**src/rtl/agu_pkg.sv**
```systemverilog
package agu_pkg;
    typedef enum logic [1:0] {
        AGU_PRE_HOLD   = 2'd0,
        AGU_PRE_WRITE  = 2'd1,
        AGU_POST_WRITE = 2'd2
    } agu_mode_e;
endpackage

```
**src/rtl/agu_offset_gen.sv**
```systemverilog
module agu_offset_gen #(
    parameter int DW    = 32,
    parameter int IMM_W = 12,
    parameter int SH_W  = 5
) (
    input  logic [IMM_W-1:0] imm_off,
    input  logic [DW-1:0]    rm_val,
    input  logic [SH_W-1:0]  shamt,
    input  logic             use_reg,
    output logic [DW-1:0]    offset
);
    localparam int PAD_W = DW - IMM_W;

    logic [DW-1:0] imm_ext;
    logic [DW-1:0] reg_shifted;

    assign imm_ext     = {{PAD_W{1'b0}}, imm_off};
    assign reg_shifted = rm_val << shamt;

    always_comb begin
        if (use_reg) offset = reg_shifted;
        else         offset = imm_ext;
    end
endmodule

```
**src/rtl/agu_addsub.sv**
```systemverilog
module agu_addsub #(
    parameter int DW = 32
) (
    input  logic [DW-1:0] base_val,
    input  logic [DW-1:0] offset,
    input  logic          add_n_sub,
    output logic [DW-1:0] result
);
    always_comb begin
        if (add_n_sub) result = base_val + offset;
        else           result = base_val - offset;
    end
endmodule

```
**src/rtl/agu_mode_dec.sv**
```systemverilog
module agu_mode_dec
    import agu_pkg::*;
(
    input  logic      pre_idx,
    input  logic      wb_req,
    output agu_mode_e mode,
    output logic      addr_from_upd,
    output logic      wb_enable
);
    always_comb begin
        if (!pre_idx)    mode = AGU_POST_WRITE;
        else if (wb_req) mode = AGU_PRE_WRITE;
        else             mode = AGU_PRE_HOLD;
    end

    always_comb begin
        unique case (mode)
            AGU_PRE_HOLD: begin
                addr_from_upd = 1'b1;
                wb_enable     = 1'b0;
            end
            AGU_PRE_WRITE: begin
                addr_from_upd = 1'b1;
                wb_enable     = 1'b1;
            end
            AGU_POST_WRITE: begin
                addr_from_upd = 1'b0;
                wb_enable     = 1'b1;
            end
            default: begin
                addr_from_upd = 1'b0;
                wb_enable     = 1'b0;
            end
        endcase
    end
endmodule

```
**src/rtl/agu_ls_top.sv**
```systemverilog
module agu_ls_top
    import agu_pkg::*;
#(
    parameter int DW      = 32,
    parameter int IMM_W   = 12,
    parameter int SH_W    = 5,
    parameter bit REG_OUT = 1'b1
) (
    input  logic             clk,
    input  logic             rst_n,
    input  logic             in_vld,
    input  logic [DW-1:0]    base_val,
    input  logic [IMM_W-1:0] imm_off,
    input  logic [DW-1:0]    rm_val,
    input  logic [SH_W-1:0]  shamt,
    input  logic             ctl_pre,
    input  logic             ctl_up,
    input  logic             ctl_wb,
    input  logic             ctl_load,
    input  logic             ctl_regoff,
    output logic             out_vld,
    output logic [DW-1:0]    mem_addr,
    output logic [DW-1:0]    wb_val,
    output logic             wb_en,
    output logic             is_load
);
    logic [DW-1:0] offset;
    logic [DW-1:0] upd_val;
    agu_mode_e     mode;
    logic          addr_from_upd;
    logic          wb_enable;

    logic [DW-1:0] nxt_addr;
    logic [DW-1:0] nxt_wbv;
    logic          nxt_wben;
    logic          nxt_load;

    agu_offset_gen #(.DW(DW), .IMM_W(IMM_W), .SH_W(SH_W)) u_off (
        .imm_off (imm_off),
        .rm_val  (rm_val),
        .shamt   (shamt),
        .use_reg (ctl_regoff),
        .offset  (offset)
    );

    agu_addsub #(.DW(DW)) u_addsub (
        .base_val  (base_val),
        .offset    (offset),
        .add_n_sub (ctl_up),
        .result    (upd_val)
    );

    agu_mode_dec u_dec (
        .pre_idx       (ctl_pre),
        .wb_req        (ctl_wb),
        .mode          (mode),
        .addr_from_upd (addr_from_upd),
        .wb_enable     (wb_enable)
    );

    always_comb begin
        nxt_addr = addr_from_upd ? upd_val : base_val;
        nxt_wbv  = upd_val;
        nxt_wben = wb_enable & in_vld;
        nxt_load = ctl_load;
    end

    generate
        if (REG_OUT) begin : g_reg
            always_ff @(posedge clk) begin
                if (!rst_n) begin
                    out_vld  <= 1'b0;
                    mem_addr <= '0;
                    wb_val   <= '0;
                    wb_en    <= 1'b0;
                    is_load  <= 1'b0;
                end else begin
                    out_vld  <= in_vld;
                    mem_addr <= nxt_addr;
                    wb_val   <= nxt_wbv;
                    wb_en    <= nxt_wben;
                    is_load  <= nxt_load;
                end
            end
        end else begin : g_comb
            always_comb begin
                out_vld  = in_vld;
                mem_addr = nxt_addr;
                wb_val   = nxt_wbv;
                wb_en    = nxt_wben;
                is_load  = nxt_load;
            end
        end
    endgenerate
endmodule

```
**config.mk**
```make
export PLATFORM = sky130hd
export DESIGN_NAME = agu_ls_top
export DESIGN_NICKNAME = d
export VERILOG_FILES = /design/src/rtl/agu_pkg.sv /design/src/rtl/agu_offset_gen.sv /design/src/rtl/agu_addsub.sv /design/src/rtl/agu_mode_dec.sv /design/src/rtl/agu_ls_top.sv
export SDC_FILE = /design/constraint.sdc
export NUM_CORES = 1
export LEC_CHECK = 0
export BUFFER_PORTS_ARGS = -buffer_cell sky130_fd_sc_hd__buf_2
export CORE_ASPECT_RATIO = 1.25
export CORE_MARGIN = 4
export CORE_UTILIZATION = 56
export DETAILED_ROUTE_END_ITERATION = 6
export PLACE_DENSITY = 0.83
export SYNTH_ARGS = -nofsm -noshare
export SYNTH_HDL_FRONTEND = slang
export SYNTH_SLANG_ARGS = --single-unit
```
**constraint.sdc**
```tcl
create_clock -name clk -period 7.02 [get_ports clk]
set_clock_uncertainty 0.1 [all_clocks]
set_input_delay 1.755 -clock clk [delete_from_list [all_inputs] [get_ports clk]]
set_output_delay 1.755 -clock clk [all_outputs]
set_load 0.005 [all_outputs]
```
After elaboration in Yosys (flattened, before gate mapping):

Index checks and enable logic that the tools add are counted.

* word-level logic and storage cells: 21
* input bits: 89
* register bits: 67

* multiplexer cells: 7
* reductions and logical operators: 3
* equal/unequal tests: 2
* shift-type cells: 1
* add/subtract/negate cells: 2
* bitwise gates (word level): 1

Operator list (number)
* $mux 32: 3
* $add 32x32->32: 1
* $shl 32x5->32: 1
* $sub 32x32->32: 1
* $reduce_or 2->1: 2
* $mux 1: 3
* $eq 2x1->1 const B: 1
* $eq 2x2->1 const B: 1
* $logic_not 2->1: 1
* $mux 2: 1
* $and 1x1->1: 1

Logic depth before layout (Yosys ltp):

* depth after elaboration: 6
* mapped depth: 25

By module:

Synthesis repeated with hierarchy kept, for this count alone.

* cell total of the unflattened synthesis: 789
* area total of the unflattened synthesis: 6641.4 um2

By module, submodules not included
* agu_addsub: cells an instance 344, area each 2377.3 um2, times used 1, sequential area each 0.0 um2
* agu_ls_top: cells an instance 177, area each 2185.8 um2, times used 1, sequential area each 1341.3 um2
* agu_offset_gen: cells an instance 264, area each 2058.2 um2, times used 1, sequential area each 0.0 um2
* agu_mode_dec: cells an instance 4, area each 20.0 um2, times used 1, sequential area each 0.0 um2

Worst setup path after synthesis:

OpenSTA, ideal clock, no wires.

* path type: input -> register
* start: in shamt[0]
* end: reg mem_addr[30]
* data required time: 6.798 ns
* path slack: 0.526 ns
* cell stages on the path: 21
* path buffers: 2
* library setup time: 0.122 ns
* arrival: 6.272 ns
* cell sequence: buf_6 -> buf_6 -> mux2_4 -> mux4_2 -> mux2i_4 -> nor2_2 -> a2111o_1 -> nor3b_2 -> nand2_1 -> a21oi_1 -> o32ai_1 -> ha_1 -> o21ai_0 -> a21oi_1 -> a221oi_1 -> a31oi_1 -> a211o_1 -> a41oi_1 -> a21oi_1 -> nor4b_1 -> a311o_1

* word-level cells in the longest chain between the ends: 5
* elaborated cells between the ends (all ways): 6
* classes of those cells: add/sub (2); shift (1); mux (3)

RTL lines
* from (decl): line agu_ls_top.sv:15 `input logic [SH_W-1:0] shamt,`
* $shl 32x5->32 *: line agu_offset_gen.sv:18 `assign reg_shifted = rm_val << shamt;`
* $mux 32 *: line agu_offset_gen.sv:21 `if (use_reg) offset = reg_shifted;`
* $sub 32x32->32 or $add 32x32->32 (tied branches): line agu_addsub.sv:11, agu_addsub.sv:10
* $mux 32 *: line agu_addsub.sv:10 `if (add_n_sub) result = base_val + offset;`
* $mux 32 *: line agu_ls_top.sv:62 `nxt_addr = addr_from_upd ? upd_val : base_val;`
* to (signal assigned): line agu_ls_top.sv:79 `mem_addr <= nxt_addr;`
* to (decl): line agu_ls_top.sv:22 `output logic [DW-1:0] mem_addr,`

Every way passes the cells marked *; elsewhere a longest branch is shown, timed or not.
A chain may end at the register's enable or synchronous reset.

Final worst setup path:

Ends and elaborated chain as after synthesis.

==> impl_metrics.env <==
export IMPL_worstPathRequired_ns=7.14
export IMPL_grt_pass1_wl_um=32300
export IMPL_hold_worst_slack_ns=1.55
export IMPL_synth_avg_cell_area_um2=8.61
export IMPL_firstDrtPassIters=5
export IMPL_fin_tns_setup_ns=0
export IMPL_max_cap_violations=0
export IMPL_cts_resized=0
export IMPL_ioPinCount=156
export IMPL_fin_crit_sh=0.951
export IMPL_cts_hold_buffers=0
export IMPL_routed_wl_um=20000
export IMPL_outcome="completed"
export IMPL_hpwl_um=15900
export IMPL_crit_path_end_kind="flop"
export IMPL_path_class="in2reg"
export IMPL_vias=6571
export IMPL_drtIter0Drc=378
export IMPL_port_buffers=155
export IMPL_ys_seq_area_frac=0.206
export IMPL_grt_setup_unrepaired="no"
export IMPL_utilization=0.700
export IMPL_min_path_type="in2reg"
export IMPL_hold_violations=0
export IMPL_synthArstFlopShare=0
export IMPL_antenna_found_initial=0
export IMPL_cts_root_buf="clkbuf_16"
export IMPL_yosys_area_top_type_share=0.206
export IMPL_synth_area_um2=6520
export IMPL_cellPowerDensity_nw_per_um2=211
export IMPL_avgRoutedWirePerCell_um=18.9
export IMPL_ys_ff_latch=67
export IMPL_gr_total_overflow=0
export IMPL_yosysWarnings=0
export IMPL_clk_pin_slew_worst_paths_ns=0.06
export IMPL_grt_start_max_net_pins=41
export IMPL_synth_main_ff_cell="dfxtp_1"
export IMPL_cts_buffer_depth=2
export IMPL_die_area_um2=13400
export IMPL_drive_above_1_share=0.304
export IMPL_yosys_top_cells_area="dfxtp_1 (21%), mux4_2 (11%), ha_1 (6.5%)"
export IMPL_viasPerCell=6.18
export IMPL_synth_nets=881
export IMPL_initial_core_util=0.580
export IMPL_pre_cts_ws_ns=0.0833
export IMPL_setup_violations_final=0
export IMPL_drc=0
export IMPL_diodes=0
export IMPL_setup_slack_ns=0.347
export IMPL_critPathArrivalTime_ns=6.80
export IMPL_synth_edf_count=0
export IMPL_track_usage=0.297
export IMPL_final_min_clock_period_ns=6.67
export IMPL_crit_fanout=10
export IMPL_cts_inserted_buffers=9
export IMPL_maxSlewHeadroom=0.566
export IMPL_clkSinkCount=67
export IMPL_die_w_um=104
export IMPL_htree_num_levels=3
export IMPL_layout_nets=1047
export IMPL_yosys_area_top_type="dfxtp_1"
export IMPL_grt_pass1_vias=6418
export IMPL_synthToLayoutAreaGrowth_pct=20.7
export IMPL_cts_tree="done"
export IMPL_synth_cell_types=76
export IMPL_synth_cells=757
export IMPL_core_um2=11200
export IMPL_routabilityCongestion=1.02
export IMPL_ant_nets=0
export IMPL_max_freq_mhz=150
export IMPL_peakVddDrop_uv=158
export IMPL_start_kind="input port"
export IMPL_dieHeight_um=129
export IMPL_post_cts_setup_buffers=0
export IMPL_fp_row_count=43
export IMPL_tightest_slew_ns=0.646
export IMPL_p_leak_nw=3.63
export IMPL_power_mw=1.66
export IMPL_maxSlewViolCount=0
[through the flow]
stage | cell area [um2] | std cells
final | 7870 | 1063
after global routing | 7870 | 1063
after CTS | 7870 | 1063
after detailed placement | 7580 | 1047
after global placement | 7580 | 1047
after floorplan | 6520 | 757
[cells in the final DEF (no fill, tap or decap), types with 19 or more instances in the layout]
cell     netlist  routed
mux4_2        32      32
nor2_1        78      78
dfxtp_1       67      67
nor2b_1       19      19
mux2i_1       41      41
xnor2_1       31      31
xor2_1        20      20
and2_1        28      28
buf_2          6     155
buf_4          2      43
ha_1          34      34
nand2_1       48      48
a21oi_1       48      48
o21ai_0       30      30
[cells in the mapped netlist, types with 20 or more instances]
| cell type | n |
|---|---|
| a21oi_1 | 48 |
| and2_1 | 28 |
| clkbuf_1 | 23 |
| dfxtp_1 | 67 |
| ha_1 | 34 |
| mux2i_1 | 41 |
| mux4_2 | 32 |
| nand2_1 | 48 |
| nor2_1 | 78 |
| o21ai_0 | 30 |
| xnor2_1 | 31 |
| xor2_1 | 20 |
[sequential cells by signal, summed over array words and instances (netlist names)]
register and flops:
is_load 1, wb_en 1, mem_addr 32, wb_val 32
out_vld 1
[final cells by class]
class                           count  area [um2]
Clock buffer                       12         256
Clock inverter                      4        25.0
Fill cell                         922        3380
Inverter                           20        75.1
Multi-Input combinational cell    627        4900
Sequential cell                    67        1340
Tap cell                          135         169
Timing Repair Buffer              198        1100
[critical path: stages]
cell and delay, ns:
buf_2 0.24, mux4_2 0.56, mux2_2 0.30, o21ai_1 0.31, o31ai_1 0.14, a2111o_1 0.44, nor3b_2 0.26, nand2_1 0.09
a21oi_1 0.18, o32ai_1 0.11, ha_1 0.30, o21ai_0 0.23, a21oi_1 0.10, a221oi_1 0.38, a31oi_1 0.19, a211o_1 0.34
a41oi_1 0.26, a21oi_1 0.11, nor4b_1 0.15, a311o_1 0.33
[where the power goes]
group / switching (mW) / leakage (nW) / internal [mW]
combinational: 0.417 / 2.94 / 0.359
sequential: 0.0160 / 0.559 / 0.451
clock: 0.160 / 0.135 / 0.257
[kinds of logic (layout without fill, tap and decap cells)]
family | Yosys count | in the layout | share of synthesized area
flops | 67 | 67 | 0.206
mux | 96 | 96 | 0.217
xor+xnor | 51 | 51 | 0.0685
simple gates | 253 | 253 | 0.196
compound gates | 192 | 192 | 0.202
buf+inv | 63 | 234 | 0.0420
fa+ha+maj | 35 | 35 | 0.0684
[metal layers]
layer	wire [um]	GRT usage	vias to the layer above
li1	-	-	3147
met1	7850	0.341	3079
met2	10000	0.533	280
met3	1120	0.0326	65
met4	1040	0.179	0
met5	0	0	-
[final timing paths]
check / startpoint / to / cells after the start
max: shamt[0] / mem_addr[30] / 20
min: ctl_load / is_load / 2
No activity file was read; power rests on OpenSTA's default activity.
